### config.mk
export PLATFORM = sky130hd
export DESIGN_NAME = pcpwm_timer
export DESIGN_NICKNAME = d
export VERILOG_FILES = /design/src/rtl/pcpwm_pkg.sv /design/src/rtl/pcpwm_prescaler.sv /design/src/rtl/pcpwm_counter.sv /design/src/rtl/pcpwm_channel.sv /design/src/rtl/pcpwm_timer.sv
export SDC_FILE = /design/constraint.sdc
export NUM_CORES = 1
export LEC_CHECK = 0
export ABC_AREA = 1
export BUFFER_PORTS_ARGS = -buffer_cell sky130_fd_sc_hd__buf_2
export CAP_MARGIN = 25
export CORE_ASPECT_RATIO = 1.5
export CORE_MARGIN = 2
export CORE_UTILIZATION = 45
export CTS_CLUSTER_DIAMETER = 120
export DETAILED_ROUTE_END_ITERATION = 8
export PLACE_DENSITY = 0.67
export SYNTH_ARGS = -nofsm -noshare
export SYNTH_HDL_FRONTEND = slang
export SYNTH_SLANG_ARGS = --single-unit
### constraint.sdc
create_clock -name clk -period 4.4 [get_ports clk]
set_input_delay 0 -clock clk [delete_from_list [all_inputs] [get_ports clk]]
set_output_delay 0 -clock clk [all_outputs]
set_load 0.02 [all_outputs]
### src/rtl/pcpwm_pkg.sv
package pcpwm_pkg;

  typedef enum logic [1:0] {
    OUT_HOLD   = 2'd0,
    OUT_TOGGLE = 2'd1,
    OUT_NORM   = 2'd2,
    OUT_INV    = 2'd3
  } out_mode_e;

  typedef enum logic [2:0] {
    DIV_STOP  = 3'd0,
    DIV_1     = 3'd1,
    DIV_8     = 3'd2,
    DIV_64    = 3'd3,
    DIV_256   = 3'd4,
    DIV_1024  = 3'd5
  } div_sel_e;

  localparam int SH_8    = 3;
  localparam int SH_64   = 6;
  localparam int SH_256  = 8;
  localparam int SH_1024 = 10;

endpackage

### src/rtl/pcpwm_prescaler.sv
module pcpwm_prescaler
  import pcpwm_pkg::*;
#(
  parameter int DIV_W = SH_1024
) (
  input  logic       clk,
  input  logic       rst_n,
  input  logic [2:0] sel,
  output logic       tick
);

  logic [DIV_W-1:0] div_q, div_d;

  always_comb begin
    div_d = div_q + 1'b1;
  end

  always_ff @(posedge clk or negedge rst_n) begin
    if (!rst_n) div_q <= '0;
    else        div_q <= div_d;
  end

  // a divided enable fires when the low bits of the free counter are all ones
  always_comb begin
    case (div_sel_e'(sel))
      DIV_1:    tick = 1'b1;
      DIV_8:    tick = &div_q[SH_8-1:0];
      DIV_64:   tick = &div_q[SH_64-1:0];
      DIV_256:  tick = &div_q[SH_256-1:0];
      DIV_1024: tick = &div_q[SH_1024-1:0];
      default:  tick = 1'b0;
    endcase
  end

endmodule

### src/rtl/pcpwm_counter.sv
module pcpwm_counter #(
  parameter int W = 8
) (
  input  logic         clk,
  input  logic         rst_n,
  input  logic         tick,
  output logic [W-1:0] cnt,
  output logic         up,
  output logic         top_evt,
  output logic         bot_evt
);

  localparam logic [W-1:0] CMAX = {W{1'b1}};
  localparam logic [W-1:0] ONE  = {{(W-1){1'b0}}, 1'b1};

  logic [W-1:0] cnt_q, cnt_d;
  logic         up_q, up_d;

  always_comb begin
    cnt_d = cnt_q;
    up_d  = up_q;
    if (tick) begin
      if (up_q) begin
        if (cnt_q == CMAX) begin
          cnt_d = CMAX - ONE;
          up_d  = 1'b0;
        end else begin
          cnt_d = cnt_q + ONE;
        end
      end else begin
        if (cnt_q == '0) begin
          cnt_d = ONE;
          up_d  = 1'b1;
        end else begin
          cnt_d = cnt_q - ONE;
        end
      end
    end
  end

  always_ff @(posedge clk or negedge rst_n) begin
    if (!rst_n) begin
      cnt_q <= '0;
      up_q  <= 1'b1;
    end else begin
      cnt_q <= cnt_d;
      up_q  <= up_d;
    end
  end

  assign cnt     = cnt_q;
  assign up      = up_q;
  assign top_evt = tick && up_q && (cnt_q == CMAX);
  assign bot_evt = tick && !up_q && (cnt_q == ONE);

endmodule

### src/rtl/pcpwm_channel.sv
module pcpwm_channel
  import pcpwm_pkg::*;
#(
  parameter int W          = 8,
  parameter bit HAS_TOGGLE = 1'b0
) (
  input  logic         clk,
  input  logic         rst_n,
  input  logic         tick,
  input  logic [W-1:0] cnt,
  input  logic         up,
  input  logic         top_evt,
  input  logic [1:0]   mode,
  input  logic         tgl_en,
  input  logic         wr_en,
  input  logic [W-1:0] wr_val,
  input  logic         clr_flag,
  output logic [W-1:0] act_val,
  output logic         wave,
  output logic         flag
);

  localparam logic [W-1:0] CMAX = {W{1'b1}};

  logic [W-1:0] hold_q, hold_d;
  logic [W-1:0] act_q, act_d;
  logic         wave_q, wave_d;
  logic         flag_q, flag_d;
  logic         hit;
  logic         lvl;
  logic         tgl_ok;

  // holding register and its transfer at the top of the sweep
  always_comb begin
    hold_d = wr_en ? wr_val : hold_q;
    act_d  = top_evt ? hold_q : act_q;
  end

  always_comb begin
    hit = tick && (cnt == act_q);
    // non-inverted level after a hit; extremes pin the level
    if (act_q == '0)        lvl = 1'b0;
    else if (act_q == CMAX) lvl = 1'b1;
    else                    lvl = ~up;
  end

  generate
    if (HAS_TOGGLE) begin : g_tgl
      assign tgl_ok = tgl_en;
    end else begin : g_no_tgl
      assign tgl_ok = 1'b0;
    end
  endgenerate

  always_comb begin
    wave_d = wave_q;
    if (hit) begin
      case (out_mode_e'(mode))
        OUT_TOGGLE: if (tgl_ok) wave_d = ~wave_q;
        OUT_NORM:   wave_d = lvl;
        OUT_INV:    wave_d = ~lvl;
        default:    wave_d = wave_q;
      endcase
    end
  end

  always_comb begin
    if (hit)           flag_d = 1'b1;
    else if (clr_flag) flag_d = 1'b0;
    else               flag_d = flag_q;
  end

  always_ff @(posedge clk or negedge rst_n) begin
    if (!rst_n) begin
      hold_q <= '0;
      act_q  <= '0;
      wave_q <= 1'b0;
      flag_q <= 1'b0;
    end else begin
      hold_q <= hold_d;
      act_q  <= act_d;
      wave_q <= wave_d;
      flag_q <= flag_d;
    end
  end

  assign act_val = act_q;
  assign wave    = wave_q;
  assign flag    = flag_q;

endmodule

### src/rtl/pcpwm_timer.sv
module pcpwm_timer
  import pcpwm_pkg::*;
#(
  parameter int W     = 8,
  parameter int NCH   = 2,
  parameter int DIV_W = SH_1024
) (
  input  logic         clk,
  input  logic         rst_n,
  input  logic [2:0]   clk_sel,
  input  logic         tgl_en,
  input  logic [1:0]   com_a,
  input  logic [1:0]   com_b,
  input  logic         cmp_a_we,
  input  logic [W-1:0] cmp_a_din,
  input  logic         cmp_b_we,
  input  logic [W-1:0] cmp_b_din,
  input  logic         clr_ovf,
  input  logic         clr_cm_a,
  input  logic         clr_cm_b,
  output logic         wave_a,
  output logic         wave_b,
  output logic         ovf_flag,
  output logic         cm_a_flag,
  output logic         cm_b_flag
);

  logic rst_meta, rst_q;

  always_ff @(posedge clk or negedge rst_n) begin
    if (!rst_n) begin
      rst_meta <= 1'b0;
      rst_q    <= 1'b0;
    end else begin
      rst_meta <= 1'b1;
      rst_q    <= rst_meta;
    end
  end

  logic         tick;
  logic [W-1:0] cnt;
  logic         up;
  logic         top_evt;
  logic         bot_evt;

  pcpwm_prescaler #(.DIV_W(DIV_W)) u_div (
    .clk   (clk),
    .rst_n (rst_q),
    .sel   (clk_sel),
    .tick  (tick)
  );

  pcpwm_counter #(.W(W)) u_cnt (
    .clk     (clk),
    .rst_n   (rst_q),
    .tick    (tick),
    .cnt     (cnt),
    .up      (up),
    .top_evt (top_evt),
    .bot_evt (bot_evt)
  );

  logic [NCH-1:0][1:0]   ch_mode;
  logic [NCH-1:0]        ch_we;
  logic [NCH-1:0][W-1:0] ch_din;
  logic [NCH-1:0]        ch_clr;
  logic [NCH-1:0][W-1:0] ch_act;
  logic [NCH-1:0]        ch_wave;
  logic [NCH-1:0]        ch_flag;

  assign ch_mode = {com_b, com_a};
  assign ch_we   = {cmp_b_we, cmp_a_we};
  assign ch_din  = {cmp_b_din, cmp_a_din};
  assign ch_clr  = {clr_cm_b, clr_cm_a};

  generate
    for (genvar i = 0; i < NCH; i++) begin : g_ch
      pcpwm_channel #(.W(W), .HAS_TOGGLE(i == 0)) u_ch (
        .clk      (clk),
        .rst_n    (rst_q),
        .tick     (tick),
        .cnt      (cnt),
        .up       (up),
        .top_evt  (top_evt),
        .mode     (ch_mode[i]),
        .tgl_en   (tgl_en),
        .wr_en    (ch_we[i]),
        .wr_val   (ch_din[i]),
        .clr_flag (ch_clr[i]),
        .act_val  (ch_act[i]),
        .wave     (ch_wave[i]),
        .flag     (ch_flag[i])
      );
    end
  endgenerate

  logic [W-1:0] act_a;
  assign act_a = ch_act[0];

  logic ovf_q, ovf_d;

  always_comb begin
    if (bot_evt)      ovf_d = 1'b1;
    else if (clr_ovf) ovf_d = 1'b0;
    else              ovf_d = ovf_q;
  end

  always_ff @(posedge clk or negedge rst_q) begin
    if (!rst_q) ovf_q <= 1'b0;
    else        ovf_q <= ovf_d;
  end

  assign wave_a    = ch_wave[0];
  assign wave_b    = ch_wave[1];
  assign cm_a_flag = ch_flag[0];
  assign cm_b_flag = ch_flag[1];
  assign ovf_flag  = ovf_q;

endmodule

---- Yosys cells after proc, flatten, opt, wreduce, memory -nomap -nowiden ----
Index checks and enable logic that the tools add are counted.
storage, ports and cells
  word-level logic and storage cells ...... 79
  register bits after elaboration ......... 58
  input port bits ......................... 31
cells by class
  eq/ne operators ......................... 17
  reduce and logical (&&, ||, !) cells .... 21
  bitwise operators ....................... 4
  $add $sub $neg .......................... 3
  muxes and demuxes ....................... 20
operators with widths
  cell                                                  count
  equality test 8 bit (second input constant)           3
  logical NOT 8 bit                                     3
  two-way mux 8 bit                                     3
  equality test 8 bit                                   2
  two-way mux 1 bit                                     14
  adder 10 x 1 -> 10 bit (second input constant)        1
  AND reduction 10 bit                                  1
  adder 8 x 1 -> 8 bit (second input constant)          1
  equality test 2 bit (second input constant)           4
  equality test 8 x 1 -> 1 bit (second input constant)  1
  AND reduction 8 bit                                   1
  nonzero test 2 bit                                    4
  subtractor 8 x 1 -> 8 bit (second input constant)     1
  equality test 3 x 2 -> 1 bit (second input constant)  2
  equality test 3 bit (second input constant)           2
  logical AND 1 bit                                     6
  AND reduction 3 bit                                   2
  AND reduction 6 bit                                   1
  case mux 1 bit (5 select lines)                       1
  NOT 1 bit                                             4
  equality test 3 x 1 -> 1 bit (second input constant)  1
  case mux 1 bit (3 select lines)                       1
  nonzero test 3 bit                                    1
  equality test 2 x 1 -> 1 bit (second input constant)  1
  other kinds (4)                                       4

---- Logic depth before layout (Yosys ltp) ----
  depth after elaboration ................. 5
  mapped depth ............................ 11
  depth with buffers taken out ............ 10

---- Cells and area by module ----
Synthesis repeated with hierarchy kept, for this count alone.
unflattened totals
  cells, all modules ...................... 436
  area, all modules ....................... 3269.4 um^2
by module, submodules not included
  module                         area an instance (um^2)  instances  cells an instance
  pcpwm_channel at g_ch[1].u_ch  915.9                    1          118
  pcpwm_channel at g_ch[0].u_ch  904.6                    1          114
  pcpwm_counter                  852.1                    1          139
  pcpwm_prescaler                503.0                    1          57
  pcpwm_timer                    93.8                     1          8

---- Worst setup path after synthesis ----
OpenSTA, ideal clock, no wires.
  kind .................................... flip-flop to flip-flop
  start ................................... reg u_cnt.cnt_q[0] (netlist: u_cnt.cnt[0])
  end ..................................... reg g_ch[0].u_ch.act_q[3]
  buffers on the path ..................... 1
  period minus slack after synthesis ...... 1.569 ns
  arrival ................................. 1.452 ns
  path slack .............................. 2.831 ns
  stages on the path, launching flop included .. 10
  setup time .............................. 0.118 ns
  required time ........................... 4.282 ns
  cells stage by stage .................... dfrtp_1 > ha_1 > nand3_4 > nor2_4 > nand3_2 > nor2_4 > nand2_4 > buf_6 > nand2_1 > o21ai_2
on the way
  word-level cells in the longest chain between the ends .. 2
ends and longest elaborated chain
  what                    line                 RTL
  start, declared         pcpwm_counter.sv:16  logic [W-1:0] cnt_q, cnt_d;
  start signal, assigned  pcpwm_counter.sv:46  cnt_q <= cnt_d;
  equality test 8 bit     pcpwm_counter.sv:53  assign top_evt = tick && up_q && (cnt_q == CMAX);
  logical AND 1 bit       pcpwm_counter.sv:53
  end signal, assigned    pcpwm_channel.sv:81  act_q <= act_d;
  end, declared           pcpwm_channel.sv:26  logic [W-1:0] act_q, act_d;
Every way passes these cells.
A chain may end at the register's enable or synchronous reset.

---- Final worst setup path ----
  start ................................... reg u_div.div_q[0]
  end ..................................... reg g_ch[1].u_ch.act_q[0]
on the way
  word-level cells in the longest chain between the ends .. 4
  elaborated cells on any way between the ends .. 7
  classes of those cells .................. mux: 1; reduce/logical: 6
ends and longest elaborated chain
  what                                                line                   RTL
  start, declared                                     pcpwm_prescaler.sv:12  logic [DIV_W-1:0] div_q, div_d;
  start signal, assigned                              pcpwm_prescaler.sv:20  else div_q <= div_d;
  AND reduction 10 bit, or another cell as far along  pcpwm_prescaler.sv:30  DIV_1024: tick = &div_q[SH_1024-1:0];
  case mux 1 bit (5 select lines) (*)                 pcpwm_prescaler.sv:25  case (div_sel_e'(sel))
  logical AND 1 bit (*) (2 in a row)                  pcpwm_counter.sv:53
  end signal, assigned                                pcpwm_channel.sv:81
  end, declared                                       pcpwm_channel.sv:26
Every way passes the cells marked *; elsewhere a longest branch is shown, timed or not.

==> impl_metrics.ini <==
[finish]
layout_common_cells = 103 x nand2_1, 56 x dfrtp_1, 44 x inv_1
area_growth_pct = 17.8
final_common_cell = nand2_1
n_fill_cell = 685
postLayoutCellArea_sq_um = 3910
antenna_cells = 0
fin_cells = 567
drive_gt1_share_pct = 18.8
nets = 500

[die]
rows = 38
ioPinCount = 36
start_util_pct = 46.3
die_w_microns = 74.2
die_h_microns = 109
core_sq_um = 7180
die_area_sq_um = 8100

[worst_setup_path]
crit_path_start_kind = flop
worstSetupPathType = reg2reg
required_ps = 4680
crit_path_max_incr_delay_ps = 400
reg2reg_depth = 9
critPathMaxFanout = 32
crit_path_end_kind = flop
worstPathArrival_ps = 2250
path_cells = ha_1 -> ha_1 -> nand4_1 -> nand2_1 -> inv_1 -> nand4_4 -> nand2_4 -> nand2_1 -> o21ai_2
cp_slowest_cell = dfrtp_1

[timing]
min_period_ps = 1970
hold_viol = 0
tns_ps = 0
finalMaxSlewViolations = 0
rsz0062_at_grt = no
fin_crit_sh_pct = 44.8
clock_skew_ps = 6.60
max_slew_margin_pct = 52.6
setup_viol = 0
fmax_mhz = 507
tightest_slew_ps = 711

[cts]
clock_tree.root_cell = clkbuf_8
h-tree-depth = 3
path_clk_slew_ps = 60
clock-sinks = 58
cts_tree = done
clk_latency_ps = 350
cts_buffer_depth = 2
cts_buffers = 9

[global_route]
grt_use_total_pct = 19.5
grt_overflow_total = 0
grt_max_degree = 57
grt_pass1_vias = 2594
grt_pass1_wl_microns = 11800
antenna_found_initial = 0

[hold_path]
hold_path_class = in2reg
whs_path_depth = 3

[logic_synthesis]
syn-num-nets = 442
avgSynthCellArea_sq_um = 8.20
ys_ff_latch = 58
syn_area_sq_um = 3320
synth.distinct_cells = 37
syn_inst = 405
synth_seq_area_share_pct = 43.7
yosysWarnings = 0

[placement]
port_buffers = 35
dpl_cell_area_sq_um = 3520
gp_congestion = 0.955
dp_cells = 528
hpwl_microns = 4830

[detailed_routing]
wirelength_microns = 6850
wl_per_cell_microns = 12.1
dr.pass1.iters = 4
route.detailed.drc = 0
antenna_left = 0
num_vias = 2688
avgViaCountPerCell = 4.74
drt-initial-drc-count = 154

[power_and_ir_drop]
p_leak_nw = 1.87
p_total_mw = 1.67
p_per_area_nw_per_um2 = 427
ir_worst_vdd_uv = 263

[flow_run]
drv_cap = 0

[status]
status = finished clean
[power by group]
group | total (mW) | switching [mW] | internal [mW]
combinational | 0.538 | 0.323 | 0.215
sequential | 0.724 | 0.128 | 0.596
clock | 0.408 | 0.209 | 0.199
[Yosys cell counts]
cell	count	area share, %
nor2_4	5	1.7
xor2_1	17	4.5
dfstp_2	1	0.79
buf_6	6	2.0
clkinv_1	1	0.11
nor2_2	2	0.38
o21bai_1	1	0.23
dfrtp_1	57	43
nand2_1	103	12
buf_2	1	0.15
or2_1	1	0.19
inv_1	44	5.0
nand4_1	9	1.7
nand3_1	26	3.9
nand3_2	2	0.60
nor3_1	6	0.90
nor3_2	1	0.30
o21ai_2	17	4.5
a21oi_1	6	0.90
nor2_1	31	3.5
and2_1	1	0.19
nand2_4	1	0.34
or2_2	2	0.38
clkbuf_1	2	0.23
nand3_4	1	0.53
xnor2_1	8	2.1
buf_4	4	0.90
o21ai_0	27	4.1
o21ai_1	4	0.60
or2_0	1	0.19
nand2_2	3	0.57
inv_2	2	0.23
ha_1	6	2.3
conb_1	1	0.11
inv_4	1	0.19
nand4_4	1	0.64
o22ai_1	3	0.57
[sequential cells by signal (all words and copies together) (netlist names), 2 cells and up]
| register | flops |
|---|---|
| u_div.div_q | 10 |
| g_ch.u_ch.hold_q | 16 |
| g_ch.u_ch.wave | 2 |
| u_cnt.cnt | 8 |
| g_ch.u_ch.act_val | 16 |
| g_ch.u_ch.flag | 2 |
[cell families after synthesis]
kind of cell	Yosys count	synth area share [%]
buf+inv	61	8.81
xor+xnor	25	6.59
other cells	1	0.113
simple gates	196	27.6
flops	58	43.7
compound gates	58	10.8
fa+ha+maj	6	2.26
[metal layers]
metal	wire, microns	GRT usage (%)
met3	245	4.99
met1	2930	23.0
met2	3500	33.0
met4	172	8.31
met5	0	0
[area by class of cell]
type,instances,area [sq um],area share [%]
multi-input cells,286,1580,40.3
well taps,100,125,3.20
repair buffers,60,423,10.8
flip-flops and latches,58,1450,37.1
inverters,48,183,4.67
clock inverters,3,17.5,0.448
clock buffers,12,135,3.45
[stage by stage]
step                      hold WS, ps  util [%]  setup WS (ps)
after global routing             32.4      54.5           2220
after global placement           -215      49.0           2490
after detailed placement         -214      49.0           2440
after floorplan                  -296         -           2670
final                            3.70      54.5           2430
after CTS                       0.807      54.5           2410
[final timing paths]
path,startpoint,end,slack (ps)
max,u_div.div_q[0]$_DFF_PN0_,g_ch[1].u_ch.act_val[0]$_DFFE_PN0P_,2430
min,cmp_b_we,g_ch[1].u_ch.hold_q[3]$_DFFE_PN0P_,4
max reg2reg,u_div.div_q[0]$_DFF_PN0_,g_ch[1].u_ch.act_val[0]$_DFFE_PN0P_,2430
min reg2reg,rst_meta$_DFF_PN0_,rst_q$_DFF_PN0_,350
max in group asynchronous,rst_q$_DFF_PN0_,u_div.div_q[9]$_DFF_PN0_,3530
min in group asynchronous,rst_q$_DFF_PN0_,g_ch[1].u_ch.act_val[1]$_DFFE_PN0P_,380
[critical path: cells and delay by family, from the launching register on]
family	cells	cell delay, ps
simple gates	5	870
fa+ha+maj	2	450
flops	1	400
buf+inv	1	80
compound gates	1	80
[timing repair]
item	in CTS	in global routing
hold buffers	24	0
setup endpoints to repair	0	0
hold endpoints to repair	22	0
gates resized for setup	0	0
setup buffers	0	0
No activity file was read; power rests on OpenSTA's default activity.
